===== config.mk =====
export PLATFORM = sky130hd
export DESIGN_NAME = vclk_out_div
export DESIGN_NICKNAME = d
export VERILOG_FILES = /design/src/rtl/vclk_div_pkg.sv /design/src/rtl/vdiv_cfg_gate.sv /design/src/rtl/vdiv_src_sel.sv /design/src/rtl/vdiv_pow2.sv /design/src/rtl/vclk_out_div.sv
export SDC_FILE = /design/constraint.sdc
export NUM_CORES = 1
export LEC_CHECK = 0
export ABC_AREA = 1
export BUFFER_PORTS_ARGS = -buffer_cell sky130_fd_sc_hd__buf_2
export CAP_MARGIN = 20
export CORE_ASPECT_RATIO = 1.75
export CORE_MARGIN = 2
export CORE_UTILIZATION = 45
export DETAILED_ROUTE_END_ITERATION = 10
export PLACE_DENSITY_LB_ADDON = 0.05
export SYNTH_ARGS = -nofsm -noshare
export SYNTH_HDL_FRONTEND = slang
export SYNTH_SLANG_ARGS = --single-unit

===== constraint.sdc =====
create_clock -name clk -period 1.65 [get_ports clk]
set_input_delay 0.0825 -clock clk [delete_from_list [all_inputs] [get_ports clk]]
set_output_delay 0.0825 -clock clk [all_outputs]
set_load 0.01 [all_outputs]

===== src/rtl/vclk_div_pkg.sv =====
package vclk_div_pkg;

   typedef enum logic [1:0] {
      VD_OFF  = 2'd0,
      VD_PASS = 2'd1,
      VD_DIV  = 2'd2
   } vd_mode_e;

endpackage


===== src/rtl/vdiv_cfg_gate.sv =====
module vdiv_cfg_gate #(
   parameter int MUX_W = 3,
   parameter int IDX_W = 4
) (
   input  logic             clk,
   input  logic             rst_n,
   input  logic             out_low_i,
   input  logic [MUX_W-1:0] mux_req_i,
   input  logic [IDX_W-1:0] idx_req_i,
   output logic [MUX_W-1:0] mux_act_o,
   output logic [IDX_W-1:0] idx_act_o,
   output logic             load_o
);

   localparam int CFG_W = MUX_W + IDX_W;

   logic [CFG_W-1:0] req_cfg;
   logic [CFG_W-1:0] act_cfg;

   assign req_cfg = {mux_req_i, idx_req_i};
   assign load_o  = out_low_i && (req_cfg != act_cfg);

   always_ff @(posedge clk) begin
      if (!rst_n)
         act_cfg <= '0;
      else if (load_o)
         act_cfg <= req_cfg;
   end

   assign mux_act_o = act_cfg[CFG_W-1:IDX_W];
   assign idx_act_o = act_cfg[IDX_W-1:0];


   cfg_low_only_chk: assert property (@(posedge clk) disable iff (!rst_n)
      !$stable(act_cfg) |-> $past(out_low_i));

endmodule


===== src/rtl/vdiv_src_sel.sv =====
module vdiv_src_sel #(
   parameter int                IDX_W      = 4,
   parameter logic [IDX_W-1:0]  ROUTE_CODE = '1
) (
   input  logic             clk,
   input  logic             rst_n,
   input  logic [IDX_W-1:0] idx_act_i,
   input  logic             main_src_i,
   input  logic             vid_src_i,
   output logic             src_lvl_o,
   output logic             src_rise_o
);

   logic src_q;

   assign src_lvl_o = (idx_act_i == ROUTE_CODE) ? main_src_i : vid_src_i;

   always_ff @(posedge clk) begin
      if (!rst_n)
         src_q <= 1'b0;
      else
         src_q <= src_lvl_o;
   end

   assign src_rise_o = src_lvl_o & ~src_q;

endmodule


===== src/rtl/vdiv_pow2.sv =====
module vdiv_pow2
   import vclk_div_pkg::*;
#(
   parameter int MUX_W = 3
) (
   input  logic             clk,
   input  logic             rst_n,
   input  vd_mode_e         mode_i,
   input  logic [MUX_W-1:0] mux_act_i,
   input  logic             src_lvl_i,
   input  logic             src_rise_i,
   input  logic             clear_i,
   output logic             clk_o
);

   localparam int CNT_W = (1 << MUX_W) - 1;

   generate
      if (MUX_W < 1 || MUX_W > 5) begin : g_bad_width
         $error("vdiv_pow2: MUX_W out of supported range");
      end
   endgenerate

   logic [CNT_W-1:0] cnt_q;
   logic [CNT_W-1:0] tgt;
   logic             out_q;

   always_comb begin
      tgt = '0;
      if (mux_act_i != '0)
         tgt = (CNT_W'(1) << (mux_act_i - MUX_W'(1))) - CNT_W'(1);
   end

   always_ff @(posedge clk) begin
      if (!rst_n) begin
         cnt_q <= '0;
         out_q <= 1'b0;
      end else begin
         case (mode_i)
            VD_OFF: begin
               cnt_q <= '0;
               out_q <= 1'b0;
            end
            VD_PASS: begin
               cnt_q <= '0;
               out_q <= src_lvl_i;
            end
            default: begin
               if (clear_i)
                  cnt_q <= '0;
               else if (src_rise_i) begin
                  if (cnt_q == tgt) begin
                     cnt_q <= '0;
                     out_q <= ~out_q;
                  end else begin
                     cnt_q <= cnt_q + CNT_W'(1);
                  end
               end
            end
         endcase
      end
   end

   assign clk_o = out_q;


   cnt_in_range_chk: assert property (@(posedge clk) disable iff (!rst_n)
      (mode_i == VD_DIV) |-> (cnt_q <= tgt));


   div_edge_only_chk: assert property (@(posedge clk) disable iff (!rst_n)
      (mode_i == VD_DIV && !src_rise_i) |=> $stable(clk_o));


   off_low_chk: assert property (@(posedge clk) disable iff (!rst_n)
      (mode_i == VD_OFF) |=> !clk_o);

endmodule


===== src/rtl/vclk_out_div.sv =====
module vclk_out_div
   import vclk_div_pkg::*;
#(
   parameter int               MUX_W      = 3,
   parameter int               IDX_W      = 4,
   parameter logic [IDX_W-1:0] OFF_CODE   = 4'b1110,
   parameter logic [IDX_W-1:0] ROUTE_CODE = 4'b1111
) (
   input  logic             clk,
   input  logic             rst_n,
   input  logic             main_src_i,
   input  logic             vid_src_i,
   input  logic [MUX_W-1:0] mux_sel_i,
   input  logic [IDX_W-1:0] idx_sel_i,
   output logic             vclk_o,
   output logic             vco_pd_o
);

   generate
      if (OFF_CODE == ROUTE_CODE) begin : g_bad_codes
         $error("vclk_out_div: OFF_CODE and ROUTE_CODE must differ");
      end
   endgenerate

   logic [MUX_W-1:0] mux_act;
   logic [IDX_W-1:0] idx_act;
   logic             cfg_load;
   logic             src_lvl;
   logic             src_rise;
   logic             div_out;
   vd_mode_e         mode;

   vdiv_cfg_gate #(.MUX_W(MUX_W), .IDX_W(IDX_W)) cfg_i (
      .clk       (clk),
      .rst_n     (rst_n),
      .out_low_i (!div_out),
      .mux_req_i (mux_sel_i),
      .idx_req_i (idx_sel_i),
      .mux_act_o (mux_act),
      .idx_act_o (idx_act),
      .load_o    (cfg_load)
   );

   vdiv_src_sel #(.IDX_W(IDX_W), .ROUTE_CODE(ROUTE_CODE)) sel_i (
      .clk        (clk),
      .rst_n      (rst_n),
      .idx_act_i  (idx_act),
      .main_src_i (main_src_i),
      .vid_src_i  (vid_src_i),
      .src_lvl_o  (src_lvl),
      .src_rise_o (src_rise)
   );

   always_comb begin
      if (idx_act == OFF_CODE)
         mode = VD_OFF;
      else if (mux_act == '0)
         mode = VD_PASS;
      else
         mode = VD_DIV;
   end

   vdiv_pow2 #(.MUX_W(MUX_W)) div_i (
      .clk        (clk),
      .rst_n      (rst_n),
      .mode_i     (mode),
      .mux_act_i  (mux_act),
      .src_lvl_i  (src_lvl),
      .src_rise_i (src_rise),
      .clear_i    (cfg_load),
      .clk_o      (div_out)
   );

   assign vclk_o   = div_out;
   assign vco_pd_o = (idx_act == OFF_CODE) || (idx_act == ROUTE_CODE);


   pd_follows_off_chk: assert property (@(posedge clk) disable iff (!rst_n)
      (vco_pd_o && !vclk_o && (idx_sel_i == OFF_CODE)) |=> !vclk_o);

endmodule


Yosys cells after proc, flatten, opt, wreduce, memory -nomap -nowiden --
Index checks and enable logic that the tools add are counted.
Word-level totals: bits in registers 16, bits in latches 0, bits in writable memories 0, bits in read-only memories 0, input port bits 11, output and inout bits 2, logic and storage cells 37, memories kept 0
Operators by class: $add $sub $neg 3, multiply operators 0, divide/modulo/power cells 0, $lt $le $gt $ge 0, eq/ne operators 6, shifts and indexed selects 1, muxes and demuxes 9, bitwise operators 4, reduce and logical (&&, ||, !) cells 10
Operator list (number):
- 7-bit two-way mux | 2
- 3-bit nonzero test | 3
- 4-bit == test, second input constant | 2
- 7-bit by 1-bit adder with 7-bit output, second input constant | 1
- 7-bit == test | 1
- 7-bit != test | 1
- 1-bit by 3-bit left shift with 7-bit output, first input constant | 1
- 7-bit by 2-bit subtractor with 7-bit output, second input constant | 1
- 1-bit two-way mux | 4
- 2-bit two-way mux | 2
- 4-bit OR reduction | 1
- 3-bit logical NOT | 1
- 3-bit by 1-bit != test with 1-bit output, second input constant | 1
- 1-bit NOT | 3
- 3-bit AND reduction | 1
- 3-bit by 1-bit subtractor with 3-bit output, second input constant | 1
- 2-bit by 1-bit == test with 1-bit output, second input constant | 1
- 2-bit logical NOT | 1
- 1-bit one-hot mux with 2 select lines | 1
- 1-bit bitwise AND | 1
- 1-bit logical AND | 1
- 1-bit logical NOT | 1
- 1-bit logical OR | 1

Longest topological paths before layout --
depth after elaboration 9, depth in mapped cells 15, mapped depth without buffers 14

Modules after synthesis --
Synthesis repeated with hierarchy kept, for this count alone.
Second synthesis, totals: cell total of the unflattened synthesis 230, area total of the unflattened synthesis 1293.7 µm²
Modules (own cells, without submodules):
- vdiv_pow2 | times used 1, cells each 120, area an instance 685.7 µm²
- vdiv_cfg_gate | times used 1, cells each 82, area an instance 485.5 µm²
- vdiv_src_sel | times used 1, cells each 13, area an instance 66.3 µm²
- vclk_out_div | times used 1, cells each 15, area an instance 56.3 µm²

Worst setup path before layout --
OpenSTA, ideal clock, no wires.
path type register -> register, start register cfg_i.act_cfg[5], end register div_i.cnt_q[4], setup time 117 ps, arrival time 1538 ps, data required time 1533 ps, setup slack -5 ps, stages on the path, launching flop included 14, period minus slack after synthesis 1655 ps, cells stage by stage dfxtp_1 buf_6 inv_4 nand3_1 ha_1 inv_1 nor2_1 nand3_1 nand3_1 nand3_2 nor2_4 nand2_2 nand2_4 nor3_2
On the way: word-level cells in the longest chain between the ends 6, elaborated cells on any way between the ends 15, those cells by class 2 x add/sub; 3 x eq/ne; 1 x shift; 4 x mux; 5 x reduce/logical
RTL lines:
- start: declaration | line vdiv_cfg_gate.sv:18 | logic [CFG_W-1:0] act_cfg;
- start signal: assignment | line vdiv_cfg_gate.sv:27 | act_cfg <= req_cfg;
- 3-bit by 1-bit subtractor with 3-bit output | line vdiv_pow2.sv:31 | tgt = (CNT_W'(1) << (mux_act_i - MUX_W'(1))) - CNT_W'(1);
- 1-bit by 3-bit left shift with 7-bit output | line vdiv_pow2.sv:31
- 7-bit by 2-bit subtractor with 7-bit output | line vdiv_pow2.sv:31
- 7-bit two-way mux | line vdiv_pow2.sv:30 | if (mux_act_i != '0)
- 7-bit == test | line vdiv_pow2.sv:52 | if (cnt_q == tgt) begin
- 7-bit two-way mux | line vdiv_pow2.sv:52
- end signal: assignment | line vdiv_pow2.sv:56 | cnt_q <= cnt_q + CNT_W'(1);
- end: declaration | line vdiv_pow2.sv:24 | logic [CNT_W-1:0] cnt_q;
Parallel ways exist; a longest one is shown, timed or not. A chain may end at the register's enable or synchronous reset.

Worst setup path in the final report --
start register cfg_i.act_cfg[5], end register div_i.out_q (netlist: div_i.clk_o)
On the way: word-level cells in the longest chain between the ends 7, elaborated cells on any way between the ends 18, those cells by class 2 x add/sub; 4 x eq/ne; 1 x shift; 4 x mux; 7 x reduce/logical
RTL lines:
- 3-bit by 1-bit subtractor with 3-bit output | line vdiv_pow2.sv:31
- 1-bit by 3-bit left shift with 7-bit output | line vdiv_pow2.sv:31
- 7-bit by 2-bit subtractor with 7-bit output | line vdiv_pow2.sv:31
- 7-bit two-way mux | line vdiv_pow2.sv:30
- 7-bit == test | line vdiv_pow2.sv:52
- 3-bit nonzero test (no line)
- 3-bit AND reduction (no line)
- end signal: assignment | line vdiv_pow2.sv:46 | out_q <= src_lvl_i;
- end signal: assignment | line vdiv_pow2.sv:54 | out_q <= ~out_q;
- end: declaration | line vdiv_pow2.sv:26 | logic out_q;
Parallel ways exist; a longest one is shown, timed or not.

==> summary.md <==
| Metric | Value |
|---|---|
| CP Launch Type | flip-flop |
| Max clock buf depth | 2 |
| FMAX | ~600 MHz |
| Async S/R FF share, synth | 0 |
| DR pass1 iterations | 6 |
| XOR/XNOR Fraction of Synth Area | 0.0494 |
| DRT antenna net count | 0 |
| I/O Pins | 13 |
| Multiplexer share of the synthesized area | 0 |
| Slowest CP cell | dfxtp_4 |
| Top Metal Used | met4 |
| CTS tree | done |
| Row Count | 25 |
| Synth area leader | dfxtp_1 |
| Buf+Inv Stages, Crit Path | 2 |
| Vias per Instance | 5.40 |
| Largest family of logic cells by synthesized area | simple AND/OR/NAND/NOR gates |
| Post-synth EDFFs | 0 |
| Fin Hold WS | around 0.11 ns |
| Largest net degree at the start of global routing | 11 |
| Multi-input combinational cell area | just under 900 sq um |
| Clock skew | 0.00449 ns |
| Most common cell in the netlist | nand2_1 |
| Top-area cell type share of the netlist area | 0.258 |
| Vias in the first global route | between 1000 and 1500 |
| Worst VDD drop | about 0.57 mV |
| Nets@finish | 215 |
| Ys Warns | 0 |
| Crit path DAT | about 1.8 ns |
| Synth Instances | 178 |
| Layout cells sized above 1 | 0.385 |
| CTS Buf Count | 3 |
| Core ar. | approximately 0.0027 sq mm |
| Most area-consuming cells after synthesis | dfxtp_1, nand2_1, nand3_1 |
| Clock Sinks | 16 |
| Tmin final | 1.62 ns |
| Gpl congestion | between 0.8 and 0.9 |
| Top cells by count, synth | nand2_1, inv_1, nor2_1 |
| Sequential area share after synthesis | 0.258 |
| Gr ovfl total | 0 |
| Post-synthesis simple-gate area fraction | 0.467 |
| DR WL met3 | around 75 microns |
| Max-slew violation count | 0 |
| Main synth FF type | dfxtp_1 |
| Routed len/inst | around 14 microns |
| Clk_lat worst skew | between 0.2 and 0.3 ns |
| Max cap viols | 0 |
| Cell Pwr Density | ~1100 mW/mm^2 |
| Die height | ~73 microns |
| Mapped Area | 0.00124 sq mm |
| IO buf count | 12 |
| Register bit total from synthesis | 16 |
| Total wire length | 3.15 mm |
| HP Class | in2reg |
| WP data required | ~1.8 ns |
| Final Hold Viols | 0 |
| P&R area growth vs syn | 22.9% |
| H-Tree Depth | 1 |
| Antenna diodes | 0 |
| Setup violators final | 0 |
| Initial DRC count | 17 |
| First-pass GRT wire length | ~5.2 mm |
| Post-Synthesis Net Count | ~190 |
| TNS Setup | 0 ns |
| Die Span X | between 40 and 50 microns |
| Clock slew at reported path FFs | around 0.07 ns |
| Slowest cell delay on critical path | 0.39 ns |
| Slew HR | 0.780 |
| Initial antenna violation count | 0 |
| Metal1 wirelength | between 1 and 1.5 mm |
| Most Frequent Cell on Critical Path | nand3_2 |
| Gr usage total | 0.220 |
| Post-Synth Adder-Cell Area | 0.0202 |
| Worst setup EP type | flip-flop |
| Crit-path cells | inv_4 -> nand3_4 -> ha_4 -> inv_4 -> nor2_4 -> nand3_2 -> nand3_2 -> nand3_2 -> nor2_4 -> nand3_2 -> a21oi_2 -> nor2_1 |
| Clock Root Buffer | clkbuf_8 |
| Critical path fanouts, max | 6 |
| Worst slew pin tran | 0.328 ns |
| Compound-gate portion of the synthesized area | 0.0989 |
| DR vias | ~1200 |
| Storage cell area | ~330 sq um |
| RSZ-0062 raised after global routing | yes |
| Post-detail-place hpwl | 2.42 mm |
| P_leak | about 0.67 nW |
| Fill cell count | 262 |
| Post-cts hold buffer count | 0 |
| CP Class | reg2reg |
| Die ar. | 0.00321 sq mm |
| Met2 wire len | approximately 1.8 mm |
| Synth cell types | 28 |
| DRC Markers | 0 |
| Final worst-path cycle share | 0.981 |
| Initial core utilization | 0.466 |
| CP top delay family | simple AND/OR/NAND/NOR gates |
| Status | finished clean |
| Mapped Avg Cell Area | ~7 sq um |
state kept, by name (all words and copies together), names as in the netlist:
register       flops
cfg_i.act_cfg      7
div_i.cnt_q        7
sel_i.src_q        1
div_i.clk_o        1
cells in the final DEF (no fill, tap or decap), types with 4 or more instances in the layout:
master    n
a21oi_1   4
a21oi_2   4
buf_2    12
buf_4     8
dfxtp_1  13
inv_1    16
inv_2     4
nand2_1  40
nand2_2   4
nand2_4   6
nand3_1  10
nand3_2   7
nand4_1   4
nor2_1   14
nor2_2    6
nor2_4    6
o21ai_0   9
xnor2_1   6
tightest hold or removal path: stages:
cell	delay [ns]
buf_2	0.10
o21ai_0	0.08
nor2_1	0.07
repair_timing:
action,in CTS,in global routing
setup endpoints to repair,8,8
buffers inserted,0,0
gates resized for setup,7,21
pin swaps,2,12
routing by layer:
| layer | track usage | up-vias |
|---|---|---|
| met5 | 0 | - |
| met4 | 0.141 | 0 |
| met3 | 0.0393 | 15 |
| met2 | 0.441 | 26 |
| met1 | 0.179 | 566 |
| li1 | - | 618 |
logic make-up after synthesis:
family / Yosys count
adders and majority gates: 2
and+or+nand+nor: 105
DFF: 16
AOI/OAI and AO/OA: 21
buffers and inverters: 27
xor gates and xnor gates: 7
worst paths after layout:
check	slack, ns	endpoint	cells after the start	startpoint
setup / recovery	0.03	div_i.clk_o	12	cfg_i.act_cfg[5]
hold / removal	0.11	cfg_i.act_cfg[2]	3	idx_sel_i[2]
setup reg to reg	0.03	div_i.clk_o	12	cfg_i.act_cfg[5]
hold reg to reg	0.52	cfg_i.act_cfg[1]	2	cfg_i.act_cfg[1]
stage by stage:
step / power [mW] / instance area [sq um] / setup WS (ns) / instances / util
finish: 1.61 / 1520 / 0.0306 / 227 / 0.573
global route: 1.73 / 1520 / -0.0598 / 227 / 0.573
CTS: 1.53 / 1440 / 0.0180 / 227 / 0.543
detailed placement: 1.20 / 1380 / -0.0930 / 224 / 0.518
global placement: 1.18 / 1380 / -0.0729 / 224 / 0.518
floorplan: 1.02 / 1240 / 0.0214 / 178 / -
report_power, final:
part	switching (mW)	internal, mW	leakage, nW
clock network	0.137	0.162	0.0216
registers	0.0656	0.437	0.133
logic	0.481	0.325	0.511
area by class of cell:
class,instances,share of cell area
clock buffer,3,0.0271
inverter,24,0.0673
multi-input combinational,135,0.572
sequential,16,0.218
tap,27,0.0222
timing repair buffer,22,0.0936
Power figures use the tool's default switching activity.
